===== src/rtl/lxmon_pkg.sv =====
package lxmon_pkg;

  typedef enum logic [1:0] {
    SZ_NONE = 2'd0,
    SZ_BYTE = 2'd1,
    SZ_HALF = 2'd2,
    SZ_WORD = 2'd3
  } xsize_e;

  typedef enum logic {
    MON_OPEN = 1'b0,
    MON_EXCL = 1'b1
  } mon_state_e;

  typedef enum logic [2:0] {
    OP_IDLE = 3'd0,
    OP_LD   = 3'd1,
    OP_ST   = 3'd2,
    OP_LDX  = 3'd3,
    OP_STX  = 3'd4
  } req_op_e;

endpackage


===== src/rtl/lxmon_decode.sv =====
module lxmon_decode
  import lxmon_pkg::*;
(
  input  logic    ld_i,
  input  logic    st_i,
  input  logic    ldx_i,
  input  logic    stx_i,
  output req_op_e op_o
);

  // Strobes are one-hot by contract; fixed priority only keeps decode defined.
  always_comb begin
    if (ldx_i)      op_o = OP_LDX;
    else if (stx_i) op_o = OP_STX;
    else if (st_i)  op_o = OP_ST;
    else if (ld_i)  op_o = OP_LD;
    else            op_o = OP_IDLE;
  end

endmodule


===== src/rtl/lxmon_match.sv =====
module lxmon_match
  import lxmon_pkg::*;
#(
  parameter int ADDR_W = 32
) (
  input  logic [ADDR_W-1:0] req_addr_i,
  input  logic [ADDR_W-1:0] tag_addr_i,
  input  xsize_e            req_size_i,
  input  xsize_e            tag_size_i,
  output logic              hit_o
);

  logic [ADDR_W-1:0] bit_eq;

  // Exact compare, no granule masking.
  for (genvar i = 0; i < ADDR_W; i++) begin : g_bit
    assign bit_eq[i] = ~(req_addr_i[i] ^ tag_addr_i[i]);
  end

  assign hit_o = (&bit_eq) && (req_size_i == tag_size_i);

endmodule


===== src/rtl/lxmon_state.sv =====
module lxmon_state
  import lxmon_pkg::*;
#(
  parameter int ADDR_W = 32
) (
  input  logic              clk_i,
  input  logic              rst_ni,
  input  req_op_e           op_i,
  input  logic [ADDR_W-1:0] addr_i,
  input  xsize_e            size_i,
  input  logic              hit_i,
  output mon_state_e        state_o,
  output logic [ADDR_W-1:0] tag_o,
  output xsize_e            tag_size_o,
  output logic              stx_vld_o,
  output logic              stx_fail_o
);

  mon_state_e        state_q;
  logic [ADDR_W-1:0] tag_q;
  xsize_e            size_q;
  logic              vld_q;
  logic              fail_q;

  always_ff @(posedge clk_i or negedge rst_ni) begin
    if (!rst_ni) begin
      state_q <= MON_OPEN;
      tag_q   <= '0;
      size_q  <= SZ_NONE;
      vld_q   <= 1'b0;
      fail_q  <= 1'b0;
    end else begin
      vld_q <= (op_i == OP_STX);
      case (op_i)
        OP_LDX: begin
          state_q <= MON_EXCL;
          tag_q   <= addr_i;
          size_q  <= size_i;
        end
        OP_LD, OP_ST: begin
          if (state_q == MON_EXCL) begin
            state_q <= MON_OPEN;
            tag_q   <= '0;
            size_q  <= SZ_NONE;
          end
        end
        OP_STX: begin
          fail_q <= !((state_q == MON_EXCL) && hit_i);
          if (state_q == MON_EXCL) begin
            state_q <= MON_OPEN;
            tag_q   <= '0;
            size_q  <= SZ_NONE;
          end
        end
        default: ;
      endcase
    end
  end

  assign state_o    = state_q;
  assign tag_o      = tag_q;
  assign tag_size_o = size_q;
  assign stx_vld_o  = vld_q;
  assign stx_fail_o = fail_q;

endmodule


===== src/rtl/excl_monitor.sv =====
module excl_monitor
  import lxmon_pkg::*;
#(
  parameter int ADDR_W = 32
) (
  input  logic              clk_i,
  input  logic              rst_ni,
  input  logic              ld_i,
  input  logic              st_i,
  input  logic              ldx_i,
  input  logic              stx_i,
  input  logic [ADDR_W-1:0] addr_i,
  input  logic [1:0]        size_i,
  output logic              stx_vld_o,
  output logic              stx_fail_o,
  output logic              excl_o,
  output logic [ADDR_W-1:0] tag_addr_o,
  output logic [1:0]        tag_size_o
);

  req_op_e           op;
  mon_state_e        state;
  logic [ADDR_W-1:0] tag;
  xsize_e            tag_size;
  xsize_e            req_size;
  logic              hit;

  assign req_size = xsize_e'(size_i);

  lxmon_decode u_decode (
    .ld_i  (ld_i),
    .st_i  (st_i),
    .ldx_i (ldx_i),
    .stx_i (stx_i),
    .op_o  (op)
  );

  lxmon_match #(.ADDR_W(ADDR_W)) u_match (
    .req_addr_i (addr_i),
    .tag_addr_i (tag),
    .req_size_i (req_size),
    .tag_size_i (tag_size),
    .hit_o      (hit)
  );

  lxmon_state #(.ADDR_W(ADDR_W)) u_state (
    .clk_i      (clk_i),
    .rst_ni     (rst_ni),
    .op_i       (op),
    .addr_i     (addr_i),
    .size_i     (req_size),
    .hit_i      (hit),
    .state_o    (state),
    .tag_o      (tag),
    .tag_size_o (tag_size),
    .stx_vld_o  (stx_vld_o),
    .stx_fail_o (stx_fail_o)
  );

  assign excl_o     = (state == MON_EXCL);
  assign tag_addr_o = tag;
  assign tag_size_o = tag_size;

endmodule


===== config.mk =====
export PLATFORM = sky130hd
export DESIGN_NAME = excl_monitor
export DESIGN_NICKNAME = d
export VERILOG_FILES = /design/src/rtl/lxmon_pkg.sv /design/src/rtl/lxmon_decode.sv /design/src/rtl/lxmon_match.sv /design/src/rtl/lxmon_state.sv /design/src/rtl/excl_monitor.sv
export SDC_FILE = /design/constraint.sdc
export NUM_CORES = 1
export LEC_CHECK = 0
export BUFFER_PORTS_ARGS = -buffer_cell sky130_fd_sc_hd__buf_2
export CELL_PAD_IN_SITES_DETAIL_PLACEMENT = 0
export CELL_PAD_IN_SITES_GLOBAL_PLACEMENT = 1
export CORE_MARGIN = 3
export CORE_UTILIZATION = 37
export CTS_BUF_LIST = sky130_fd_sc_hd__clkbuf_4
export CTS_CLUSTER_DIAMETER = 80
export CTS_CLUSTER_SIZE = 14
export DETAILED_ROUTE_END_ITERATION = 12
export PLACE_DENSITY_LB_ADDON = 0.1
export SKIP_CTS_REPAIR_TIMING = 1
export SYNTH_ARGS = -nofsm -noshare
export SYNTH_HDL_FRONTEND = slang
export SYNTH_SLANG_ARGS = --single-unit
export TNS_END_PERCENT = 20

===== constraint.sdc =====
create_clock -name clk_i -period 1.42 [get_ports clk_i]
set_input_delay 0.071 -clock clk_i [delete_from_list [all_inputs] [get_ports clk_i]]
set_output_delay 0.071 -clock clk_i [all_outputs]
set_load 0.01 [all_outputs]

## Yosys cells after proc, flatten, opt, wreduce, memory -nomap -nowiden

Index checks and enable logic that the tools add are counted.

- Register bits after elaboration: 37
- Bits in latches: 0
- Memory bits (writable): 0
- Memory bits (read-only): 0
- Bits of input ports: 40
- Output and inout bits: 37
- Logic and storage cells: 91
- Memories kept: 0

- Add/subtract/negate cells: 0
- $mul: 0
- Div/mod/pow operators: 0
- $lt $le $gt $ge: 0
- Equal/unequal tests: 6
- Shift operators: 0
- Muxes and demuxes: 9
- Bitwise gates (word level): 64
- Reductions and logical operators: 7

Operators by type and width:

| cell | number |
|---|---|
| $pmux W32 S2 | 1 |
| $mux W32 | 1 |
| $not A1 Y1 | 32 |
| $reduce_and A32 Y1 | 1 |
| $xor A1 B1 Y1 | 32 |
| $mux W3 | 3 |
| $eq A3 B2 Y1 const B | 2 |
| $pmux W2 S2 | 1 |
| $eq A3 B1 Y1 const B | 1 |
| $eq A3 B3 Y1 const B | 1 |
| $reduce_or A3 Y1 | 1 |
| $eq A2 B2 Y1 | 1 |
| $logic_and A1 B1 Y1 | 2 |
| $mux W2 | 1 |
| $ne A2 B1 Y1 const B | 1 |
| $pmux W1 S2 | 1 |
| $reduce_and A2 Y1 | 1 |
| $reduce_bool A2 Y1 | 1 |
| $logic_not A1 Y1 | 1 |
| $mux W1 | 1 |

## Depth between registers and ports, before layout

- Word-level depth: 8
- Mapped depth: 5
- Gate-level depth less buffers: 4

## By module

From an unflattened synthesis, not the netlist that was laid out.

- Cell total of the unflattened synthesis: 139
- Area, all modules: 1,786.7 um2

By module, submodules not included:

| module | instances | cells each | area each (um2) | seq. area each (um2) |
|---|---|---|---|---|
| lxmon_state | 1 | 88 | 1,386.3 | 925.9 |
| lxmon_match | 1 | 46 | 374.1 | 0.0 |
| lxmon_decode | 1 | 5 | 26.3 | 0.0 |

## Least setup slack after synthesis

Ideal clock, no wire load.

- Path type: register to register
- Start point: register u_state.tag_q[4], in the netlist u_state.tag_o[4]
- End point: register u_state.fail_q, in the netlist u_state.stx_fail_o
- Library setup time: 0.133 ns
- Data arrival time: 1.008 ns
- Data required time: 1.287 ns
- Setup slack: 0.279 ns
- Stages on the path, launching flop included: 5
- Buffers on the path: 0
- Period minus slack after synthesis: 1.141 ns
- Cells stage by stage: dfrtp_1 xnor2_1 nand4_1 nor4_1 a31oi_1

- Cells in the longest elaborated chain, start to end: 6

RTL lines:

| element | line | text |
|---|---|---|
| start: declaration | lxmon_state.sv:20 | `logic [ADDR_W-1:0] tag_q;` |
| start signal: assignment | lxmon_state.sv:37 | `tag_q <= addr_i;` |
| $xor A1 B1 Y1 | lxmon_match.sv:17 | `assign bit_eq[i] = ~(req_addr_i[i] ^ tag_addr_i[i]);` |
| $not A1 Y1 | lxmon_match.sv:17 |  |
| $reduce_and A32 Y1 | lxmon_match.sv:20 | `assign hit_o = (&bit_eq) && (req_size_i == tag_size_i);` |
| $logic_and A1 B1 Y1 | lxmon_match.sv:20 |  |
| $logic_and A1 B1 Y1 | lxmon_state.sv:48 | `fail_q <= !((state_q == MON_EXCL) && hit_i);` |
| $logic_not A1 Y1 | lxmon_state.sv:48 |  |
| end signal: assignment | lxmon_state.sv:48 |  |
| end: declaration | lxmon_state.sv:23 | `logic fail_q;` |

Every way passes these cells.
A chain may end at the register's enable or synchronous reset.

## Worst setup path in the final report

- Start point: input port ldx_i
- End point: register u_state.tag_q[6], in the netlist u_state.tag_o[6]

- Cells in the longest elaborated chain, start to end: 5
- Elaborated cells on any way between the ends: 10
- Those cells by class: eq/ne: 5; mux: 2; reduce/logical: 3

RTL lines:

| element | line | text |
|---|---|---|
| start: declaration | excl_monitor.sv:10 | `input logic ldx_i,` |
| $mux W3 (*) | lxmon_decode.sv:13 | `if (ldx_i) op_o = OP_LDX;` |
| $eq A3 B1 Y1, or another cell as far along | lxmon_state.sv:34 | `case (op_i)` |
| $reduce_or A3 Y1 (no source line) | n/a |  |
| $ne A2 B1 Y1 (no source line) / $reduce_bool A2 Y1 (equally long branches) | n/a |  |
| $reduce_and A2 Y1 (no source line) | n/a |  |

Mark *: on every way between the ends. The rest lies on a longest branch, timed or not.

==> run metrics <==
Final #Nets 288; Max-Cap Viols 0; Cell Area, Synth 0.00174 sq mm; antenna cell count 0; R2R cell count 4; final cell count without fillers between 300 and 400; Initial DRC Count 44; register area share after synthesis between 50% and 60%; CP endpoint kind flip-flop; worst setup path class input pin to flip-flop; Worst slew margin 72.8%; CTS buffer count 5; most common cell in the netlist dfrtp_1; global-route wire length before repair 6.93 mm; final clock skew 0.0176 ns; Fillers 390; share of cells above drive strength 1 48.6%; CTS sink count 37; biggest cell delay along the critical path 0.53 ns; Period minus WS final 1.22 ns; Critical path buffers and inverters 4; Worst Path Max Fanout 16; Die Area 0.00555 sq mm; IO buf count 76; H-tree Lvls 2; Slowest cell on crit path dlygate4sd3_1; largest net degree at the start of global routing 26; Synth area leaders dfrtp_1 (53%), a22o_2 (17%), xnor2_1 (17%); wire per inst 15.7 um; chip height 74.5 um; final setup fails 0; crit path to u_state.tag_o[6]; maximum clock path buffer count 2; worst hold path class input pin to flip-flop; DR vias 1541; Critical R2R Launch u_state.tag_o[4]; Cell Rows 24; Starting Density 39.0%; DRC 0; Register-to-Register Setup Slack 0.21 ns; Synth Instances 131; RSZ-0062 raised after global routing false; root buf cell clkbuf_4; top-area cell type share of the netlist area a little over half; TritonCTS clock tree yes; Area Overhead vs Synth 52.3%; Mapped Avg Cell Area 13.2 sq um; initial antenna violation count 0; #FFs+latches synth 37; slew of the pin with the lowest slew margin 0.408 ns; hold_ws 0.0229 ns; ys async rst share 100%; most frequent cell on the critical path buf_4; fmax 818 MHz; kind of start point of the critical path input pin; P per Cell Area 1020 mW/mm^2; post-layout util 59.5%; status finished, final reports clean; Cell Chain, Critical Path dlygate4sd3_1 > buf_2 > buf_4 > a21oi_4 > buf_4 > a22o_2; static leakage between 1 and 1.5 nW; Detailed Place HPWL about 3.4 mm; grt ovf 0; Die Wd around 74 um; total global-route track usage 16.7%; WP depth 6; Peak VDD IR 430 uV; TNS Setup 0 ns; Post-Syn Nets roughly 170; core box area 0.00444 sq mm; CP arrival roughly 1.5 ns; Max Transition Viols Final 0; Tot Pwr 0.00270 W; Post-synth EDFFs 0; Req. time, crit path 1.70 ns; Routed WL 4.72 mm; Vias/cell roughly 5; Most used DFF post-synth dfrtp_1; Crit. Startpoint ldx_i; yosys warns 0; vias in the first global route 1390; number of routed nets with antenna violations 0; r2r endpoint u_state.stx_fail_o; Yosys top cell by area dfrtp_1; I/O pin total 77; clk slew on worst S/H paths 0.12 ns; clock latency at the later pin of the worst-skew pair between 0.3 and 0.4 ns; total iterations of the first detailed-routing run 4; RD Place Congestion 0.754; top cells by count, synth dfrtp_1 (37), xnor2_1 (34), a22o_2 (30); final hold vios 0; Top Family by Delay on Critical Path buffers and inverters; Yosys cell types 18; placed cells 257; final worst path period share 86.1%
## final cells by class
type,count,area [sq um],share of cell area (%)
Inverter,1,3.75,0.142
Clock buffer,5,37.5,1.42
Multi-Input combinational cell,86,756,28.6
Tap cell,52,65.1,2.46
Clock inverter,3,65.1,2.46
Sequential cell,37,926,35.0
Timing Repair Buffer,117,791,29.9
## per-stage QoR
stage                     worst slack [ns]  area, sq um
after floorplan                      0.279         1740
after global placement               0.173         2180
after detailed placement             0.145         2180
after CTS                            0.161         2280
after global routing                0.0361         2640
final                                0.197         2640
## cell families after synthesis
| group | synth area share, % |
|---|---|
| flip-flops | 53.4 |
| AO/OA/AOI/OAI | 21.1 |
| XOR/XNOR | 17.2 |
| AND/OR/NAND/NOR | 5.34 |
| buffers and inverters | 3.10 |
## worst min-delay path by stage
stage                      start           endpoint  slack [ns]  cells past startpoint
after floorplan           rst_ni    u_state.state_o       -0.22                      0
after global routing       stx_i  u_state.stx_vld_o        0.02                      2
after global placement    rst_ni  u_state.tag_o[20]        0.02                      1
final                      stx_i  u_state.stx_vld_o        0.02                      2
after detailed placement  rst_ni  u_state.tag_o[20]        0.02                      1
after CTS                 rst_ni  u_state.tag_o[20]       -0.37                      1
## metal layers
metal  track usage, %  share of wire (%)
met5                0                  0
met4             4.94                1.0
met3             4.86                5.7
met1             23.0                 44
met2             25.7                 49
## cell usage in the layout (no fill, tap or decap), types with 2 or more instances in the layout
cell type	n
dfrtp_1	37
bufinv_16	2
buf_4	4
a22o_2	30
clkbuf_4	5
a22o_1	4
dlygate4sd3_1	36
nand4_1	8
nor3_1	2
xnor2_1	34
buf_2	76
## flip-flops by register name, summed over array words and instances (netlist names)
| register | count |
|---|---|
| u_state.stx_vld_o | 1 |
| u_state.state_o | 1 |
| u_state.tag_o | 32 |
| u_state.stx_fail_o | 1 |
| u_state.tag_size_o | 2 |
## worst register-to-register path: stages, from the launching register on
cell and delay [ns]:
dfrtp_1 0.42, xnor2_1 0.15, nand4_1 0.13, nor4_1 0.30, a31oi_1 0.12
## power breakdown
part | leakage (nW) | switching, W | internal [W] | total (W)
clock | 0.0552 | 0.000373 | 0.000545 | 0.000918
sequential | 0.461 | 0.0000744 | 0.00113 | 0.00121
combinational | 0.714 | 0.000248 | 0.000326 | 0.000574
(Power assumes the default switching activity.)
